**src/rtl/mpb_pkg.sv**
```systemverilog
package mpb_pkg;

    typedef enum logic [1:0] {
        K_NDMA     = 2'b00,
        K_HDMA     = 2'b01,
        K_CORE     = 2'b10,
        K_NDMA_ALT = 2'b11
    } kind_e;

    typedef enum logic [1:0] {
        CL_LOW = 2'd0,
        CL_MID = 2'd1,
        CL_TOP = 2'd2
    } pri_cls_e;

    typedef enum logic [1:0] {
        ST_IDLE = 2'd0,
        ST_WAIT = 2'd1,
        ST_OWN  = 2'd2
    } node_st_e;

    function automatic pri_cls_e class_of(input logic [1:0] code);
        case (kind_e'(code))
            K_CORE:  return CL_TOP;
            K_HDMA:  return CL_MID;
            default: return CL_LOW;
        endcase
    endfunction

endpackage

```
**src/rtl/mpb_prio.sv**
```systemverilog
module mpb_prio
    import mpb_pkg::*;
(
    input  pri_cls_e cls_i,
    input  logic     core_act_i,
    input  logic     dma_act_i,
    output logic     outranked_o,
    output logic     core_claim_o,
    output logic     dma_claim_o
);

    // A class is outranked when a strictly higher class claims a priority line
    always_comb begin
        case (cls_i)
            CL_TOP:  outranked_o = 1'b0;
            CL_MID:  outranked_o = core_act_i;
            default: outranked_o = core_act_i | dma_act_i;
        endcase
    end

    assign core_claim_o = (cls_i == CL_TOP);
    assign dma_claim_o  = (cls_i == CL_MID);

endmodule

```
**src/rtl/mpb_track.sv**
```systemverilog
module mpb_track #(
    parameter int N_NODES = 8,
    parameter int ID_W    = (N_NODES > 1) ? $clog2(N_NODES) : 1
) (
    input  logic               clk,
    input  logic               rst_n,
    input  logic [N_NODES-1:0] req_act_i,
    output logic               grant_o,
    output logic [ID_W-1:0]    winner_o
);

    logic            owner_vld_q;
    logic [ID_W-1:0] owner_q;
    logic            bus_free;

    // Lowest active index wins
    always_comb begin
        winner_o = '0;
        for (int k = N_NODES - 1; k >= 0; k--) begin
            if (req_act_i[k]) begin
                winner_o = k[ID_W-1:0];
            end
        end
    end

    // Bus is free when no owner is recorded or the owner dropped its line
    assign bus_free = !owner_vld_q || !req_act_i[owner_q];
    assign grant_o  = bus_free && (|req_act_i);

    always_ff @(posedge clk) begin
        if (!rst_n) begin
            owner_vld_q <= 1'b0;
            owner_q     <= '0;
        end else if (grant_o) begin
            owner_vld_q <= 1'b1;
            owner_q     <= winner_o;
        end else if (bus_free) begin
            owner_vld_q <= 1'b0;
        end
    end

endmodule

```
**src/rtl/mpb_node.sv**
```systemverilog
module mpb_node
    import mpb_pkg::*;
#(
    parameter int N_NODES = 8,
    parameter int ID_W    = (N_NODES > 1) ? $clog2(N_NODES) : 1
) (
    input  logic               clk,
    input  logic               rst_n,
    input  logic [ID_W-1:0]    node_id_i,
    input  logic               req_valid_i,
    input  logic [1:0]         req_kind_i,
    input  logic               done_i,
    input  logic [N_NODES-1:0] req_lines_i,
    input  logic               core_pri_n_i,
    input  logic               dma_pri_n_i,
    output logic [N_NODES-1:0] req_n_o,
    output logic               core_pri_n_o,
    output logic               dma_pri_n_o,
    output logic               bus_master_o
);

    node_st_e           st_q, st_d;
    pri_cls_e           cls_q;
    logic [ID_W-1:0]    id_q;
    logic [N_NODES-1:0] own_mask;
    logic               outranked, core_claim, dma_claim;
    logic               grant;
    logic [ID_W-1:0]    winner;

    assign own_mask = {{(N_NODES-1){1'b0}}, 1'b1} << id_q;

    mpb_prio u_prio (
        .cls_i        (cls_q),
        .core_act_i   (!core_pri_n_i),
        .dma_act_i    (!dma_pri_n_i),
        .outranked_o  (outranked),
        .core_claim_o (core_claim),
        .dma_claim_o  (dma_claim)
    );

    mpb_track #(.N_NODES(N_NODES), .ID_W(ID_W)) u_track (
        .clk       (clk),
        .rst_n     (rst_n),
        .req_act_i (~req_lines_i),
        .grant_o   (grant),
        .winner_o  (winner)
    );

    // Node number is only loaded while reset is held
    always_ff @(posedge clk) begin
        if (!rst_n) begin
            id_q <= node_id_i;
        end
    end

    // State register
    always_ff @(posedge clk) begin
        if (!rst_n) begin
            st_q  <= ST_IDLE;
            cls_q <= CL_LOW;
        end else begin
            st_q <= st_d;
            if (st_q == ST_IDLE && req_valid_i) begin
                cls_q <= class_of(req_kind_i);
            end
        end
    end

    // Transitions: accept, cancel, win, release, preempt
    always_comb begin
        st_d = st_q;
        unique case (st_q)
            ST_IDLE: if (req_valid_i) st_d = ST_WAIT;
            ST_WAIT: begin
                if (!req_valid_i)                                 st_d = ST_IDLE;
                else if (grant && winner == id_q && !outranked)   st_d = ST_OWN;
            end
            ST_OWN: begin
                if (done_i)         st_d = ST_IDLE;
                else if (outranked) st_d = ST_WAIT;
            end
            default: st_d = ST_IDLE;
        endcase
    end

    // Outputs
    always_comb begin
        req_n_o      = '1;
        core_pri_n_o = 1'b1;
        dma_pri_n_o  = 1'b1;
        bus_master_o = 1'b0;
        unique case (st_q)
            ST_WAIT: begin
                if (!outranked) req_n_o[id_q] = 1'b0;
                core_pri_n_o = !core_claim;
                dma_pri_n_o  = !dma_claim;
            end
            ST_OWN: begin
                req_n_o[id_q] = 1'b0;
                bus_master_o  = 1'b1;
            end
            default: ;
        endcase
    end

    AST_FOREIGN_LINES_HIGH: assert property (@(posedge clk) disable iff (!rst_n)
        ((req_n_o | own_mask) == '1));

    AST_ID_FROZEN: assert property (@(posedge clk) disable iff (!rst_n)
        $past(rst_n) |-> $stable(id_q));

    AST_GRANT_AFTER_LINE: assert property (@(posedge clk) disable iff (!rst_n)
        $rose(bus_master_o) |-> $past(!req_n_o[id_q]));

    AST_DONE_RELEASE: assert property (@(posedge clk) disable iff (!rst_n)
        (bus_master_o && done_i) |=> (!bus_master_o && req_n_o[id_q]));

    AST_LOW_YIELDS_CORE: assert property (@(posedge clk) disable iff (!rst_n)
        (bus_master_o && cls_q == CL_LOW && !core_pri_n_i) |=> !bus_master_o);

    AST_MID_YIELDS_CORE: assert property (@(posedge clk) disable iff (!rst_n)
        (bus_master_o && cls_q == CL_MID && !core_pri_n_i) |=> !bus_master_o);

    AST_LOW_YIELDS_DMA: assert property (@(posedge clk) disable iff (!rst_n)
        (bus_master_o && cls_q == CL_LOW && !dma_pri_n_i) |=> !bus_master_o);

    AST_MID_KEEPS: assert property (@(posedge clk) disable iff (!rst_n)
        (bus_master_o && cls_q == CL_MID && core_pri_n_i && !done_i) |=> bus_master_o);

    AST_TOP_KEEPS: assert property (@(posedge clk) disable iff (!rst_n)
        (bus_master_o && cls_q == CL_TOP && !done_i) |=> bus_master_o);

    AST_WITHHOLD_OUTRANKED: assert property (@(posedge clk) disable iff (!rst_n)
        (!bus_master_o && !core_pri_n_i && cls_q != CL_TOP) |-> req_n_o[id_q]);

endmodule

```
**config.mk**
```make
export PLATFORM = sky130hd
export DESIGN_NAME = mpb_node
export DESIGN_NICKNAME = d
export VERILOG_FILES = /design/src/rtl/mpb_pkg.sv /design/src/rtl/mpb_prio.sv /design/src/rtl/mpb_track.sv /design/src/rtl/mpb_node.sv
export SDC_FILE = /design/constraint.sdc
export NUM_CORES = 1
export LEC_CHECK = 0
export ABC_AREA = 1
export BUFFER_PORTS_ARGS = -buffer_cell sky130_fd_sc_hd__buf_4
export CAP_MARGIN = 20
export CORE_UTILIZATION = 44
export DETAILED_ROUTE_END_ITERATION = 16
export HOLD_SLACK_MARGIN = 0.15
export PLACE_DENSITY = 0.72
export SLEW_MARGIN = 20
export SYNTH_ARGS = -nofsm -noshare
export SYNTH_HDL_FRONTEND = slang
export SYNTH_SLANG_ARGS = --single-unit
```
**constraint.sdc**
```tcl
create_clock -name clk -period 1.6 [get_ports clk]
set_input_delay 0.32 -clock clk [delete_from_list [all_inputs] [get_ports clk]]
set_output_delay 0.32 -clock clk [all_outputs]
set_load 0.01 [all_outputs]
```
==> impl_summary.txt <==
----------------------------------------------------
[Power]
  Peak VDD IR ... 0.963 mV
  PwrDens ... 1390 mW/mm^2
  Lkg Pwr ... 0.628 nW

[Worst setup path]
  Beginning of the worst register-to-register path ... cls_q[0]$_SDFFE_PN0P_
  Critical path start-end classification ... register to output port
  Depth of the worst register-to-register path ... 13
  Element type at the critical path end ... output port
  Data required time of the critical path ... 1280 ps
  Arrival time of the worst setup path ... 1580 ps
  Element type at the critical path start ... register
  Reg-to-Reg End ... st_q[1]$_SDFFE_PN0P_
  Max Fanout on Critical Path ... 8
  Worst setup path startpoint ... cls_q[0]$_SDFFE_PN0P_
  Slack of the worst reg-to-reg path ... -40 ps
  Critical path endpoint ... req_n_o[3]

[Synth]
  Syn_area_per_cell ... 6.31 sq um
  Post-synthesis sequential element count ... 11
  Post-synth cell types ... 20
  Number of warnings printed during yosys synthesis ... 0
  Fraction of the yosys area taken by sequential cells ... 28.1%
  Synthesized netlist cell count ... 141
  Netlist area before placement ... 890 sq um
  Syn nets ... 166

[Layout]
  Nets ... 206
  Most common cell after layout, fill and taps aside ... sky130_fd_sc_hd__nand2_1
  Diode insertion count for antenna repair ... 0
  Number of fill cells in the layout ... 168
  Layout cells sized above 1 ... 36.7%
  Commonest non-fill, non-tap cells in the layout ... sky130_fd_sc_hd__nand2_1 (37), sky130_fd_sc_hd__buf_4 (35), sky130_fd_sc_hd__inv_1 (18)
  Fin area ... 0.00126 sq mm
  Area overhead of the layout relative to synthesis ... 41.4%

[Timing]
  Share of the clock period used by the worst path ... 119%
  Number of max-slew violations in the final report ... 0
  Tmin final ... 1900 ps
  Max-Slew Margin vs Limit ... 84.5%
  Slew @ Worst Pin ... 233 ps
  Final setup violation count ... 10
  RSZ-0062 raised after global routing ... true
  Hold Violations, Final ... 0
  Setup WS post-layout ... -304 ps
  Maximum clock rate ... 0.525 GHz
  Maximum clock skew at final layout ... 8.79 ps
  Total negative setup slack ... -2380 ps

[Place]
  Half-perimeter wire length after placement ... 1.65 mm
  Post-Place Worst Slack ... -169 ps
  Post-Place Cell Area ... 0.00117 sq mm
  Placer's final routability congestion estimate ... 0.822
  Count of input and output buffers ... 29

[Floorplanning]
  Die X ... 47.0 microns
  Top Ports ... 30
  Starting density of the core ... 49.4%
  Height of the chip ... 47.0 microns
  Number of placement rows ... 15
  Core Box Area ... 0.00180 sq mm
  Floorplan die area ... 0.00221 sq mm

[Drt]
  Met2 wire len ... 933 microns
  Via/cell ratio ... 4.78
  Per-cell routed wire length ... 10.1 microns
  Iteration-0 DRC count of the detailed router ... 16
  Number of iterations in the first detailed-routing pass ... 4
  DRC violation count after routing ... 0
  Count of antenna-violating nets left after detailed routing ... 0
  Met3 routed WL ... 119 microns
  Aggregate routed wire length ... 2.07 mm
  DR top layer ... met4
  Via Count ... 980
  M1 WL ... 966 microns

[Clock tree]
  TritonCTS buffer count ... 3
  Clock transition at the registers of the reported paths ... 70 ps
  CTS H-tree lvls ... 1
  CTS tree ... built
  CTS root buffer ... sky130_fd_sc_hd__clkbuf_4
  Clock insertion delay at the later pin of the skew report ... 270 ps
  CTS sink cnt ... 11
  Longest Clk Path Bufs ... 2

[Run status]
  Outcome ... complete, but fails checks
  Violations in the final reports ... setup timing

[Global routing]
  Number of antenna violations at the first check in global routing ... 0
  Total routing usage reported by global routing ... 20.8%
  Number of global-route vias before repair ... 772
  Maximum number of pins on one net before global-route repair ... 9
  Total global routing overflow ... 0
  First-pass GRT wire length ... 3.19 mm

[Hold path]
  Worst hold-check path type ... input pin to register

[Job]
  Maxcap violations ... 0

----------------------------------------------------
[worst min path at each step]
stage	slack, ps	depth (start not counted)	from	to
after detailed placement	490	2	u_track.owner_q[2]$_SDFFE_PN0P_	u_track.owner_q[2]$_SDFFE_PN0P_
after global routing	210	1	node_id_i[2]	id_q[2]$_DFFE_PN_
final	220	1	node_id_i[0]	id_q[0]$_DFFE_PN_
after floorplan	420	0	node_id_i[0]	id_q[0]$_DFFE_PN_
after CTS	220	1	node_id_i[0]	id_q[0]$_DFFE_PN_
after global placement	480	2	u_track.owner_q[2]$_SDFFE_PN0P_	u_track.owner_q[2]$_SDFFE_PN0P_
[routing by layer]
layer | track usage [%] | vias up
met3 | 3.46 | 5
met5 | 0 | -
met4 | 10.3 | 0
li1 | - | 536
met1 | 28.2 | 411
met2 | 31.9 | 28
[registers in the layout, summed over array words and instances (netlist names)]
register and count:
st_q 2, id_q 3, u_track.owner_vld_q 1, cls_q 2, u_track.owner_q 3
[layout make-up]
class / count / area [sq um] / area share [%]
Timing Repair Buffer: 35 / 263 / 20.9
Multi-Input combinational cell: 105 / 587 / 46.7
Sequential cell: 11 / 254 / 20.2
Inverter: 25 / 96.3 / 7.66
Clock buffer: 4 / 26.3 / 2.09
Tap cell: 25 / 31.3 / 2.49
[logic make-up (layout without fill, tap and decap cells)]
family                     after synthesis  after routing  synth area share, %
and+or+nand+nor                         75             75                 38.7
adders and majority gates                6              6                 8.44
DFF                                     11             11                 28.1
buffers and inverters                   25             64                 10.5
AOI/OAI and AO/OA                       24             24                 14.2
[cell usage after synthesis]
library cell	number	area (sq um)
sky130_fd_sc_hd__or2_1	1	6.26
sky130_fd_sc_hd__nor2_1	6	22.5
sky130_fd_sc_hd__nand3b_1	1	7.51
sky130_fd_sc_hd__nand2_1	40	150
sky130_fd_sc_hd__nand3_1	11	55.1
sky130_fd_sc_hd__nor3_1	8	40.0
sky130_fd_sc_hd__a211oi_1	1	7.51
sky130_fd_sc_hd__nor2_2	1	6.26
sky130_fd_sc_hd__nor2_4	1	11.3
sky130_fd_sc_hd__nand2_2	4	25.0
sky130_fd_sc_hd__a21oi_2	1	8.76
sky130_fd_sc_hd__nand3_2	2	20.0
sky130_fd_sc_hd__o21ai_0	13	65.1
sky130_fd_sc_hd__inv_1	21	78.8
sky130_fd_sc_hd__edfxtp_1	3	90.1
sky130_fd_sc_hd__inv_2	4	15.0
sky130_fd_sc_hd__a21oi_1	8	40.0
sky130_fd_sc_hd__dfxtp_1	8	160
sky130_fd_sc_hd__ha_1	6	75.1
sky130_fd_sc_hd__o21ai_1	1	5.00
[timing repair]
action | in CTS | in global routing
gates resized for setup | 15 | 9
pin swaps | 6 | 1
setup endpoints to repair | 10 | 12
setup buffers | 1 | 1
hold buffers | 0 | 0
[metrics by stage]
step	power, W	hold slack [ps]	utilization (%)	cells
finish	0.00175	218	69.8	205
global placement	0.00139	480	64.9	199
detailed placement	0.00140	492	64.9	199
global route	0.00191	211	69.8	205
CTS	0.00168	218	68.1	204
floorplan	0.000938	419	-	141
[power breakdown]
part           leakage, nW  total [W]  internal [W]  switching, W
registers           0.0966   0.000400      0.000342     0.0000586
logic                0.516    0.00116      0.000565      0.000598
clock network       0.0150   0.000191     0.0000966     0.0000945
[worst max-delay path, cell delays in order (launching register included)]
cell                      delay (ps)
sky130_fd_sc_hd__dfxtp_2         340
sky130_fd_sc_hd__inv_2            50
sky130_fd_sc_hd__ha_4            260
sky130_fd_sc_hd__inv_1            40
sky130_fd_sc_hd__o21ai_2         170
sky130_fd_sc_hd__nand3_2          90
sky130_fd_sc_hd__nand2_2          90
sky130_fd_sc_hd__inv_4            50
sky130_fd_sc_hd__o21ai_1          80
sky130_fd_sc_hd__buf_4           140
Note: power is estimated with default switching activity, not from simulation.
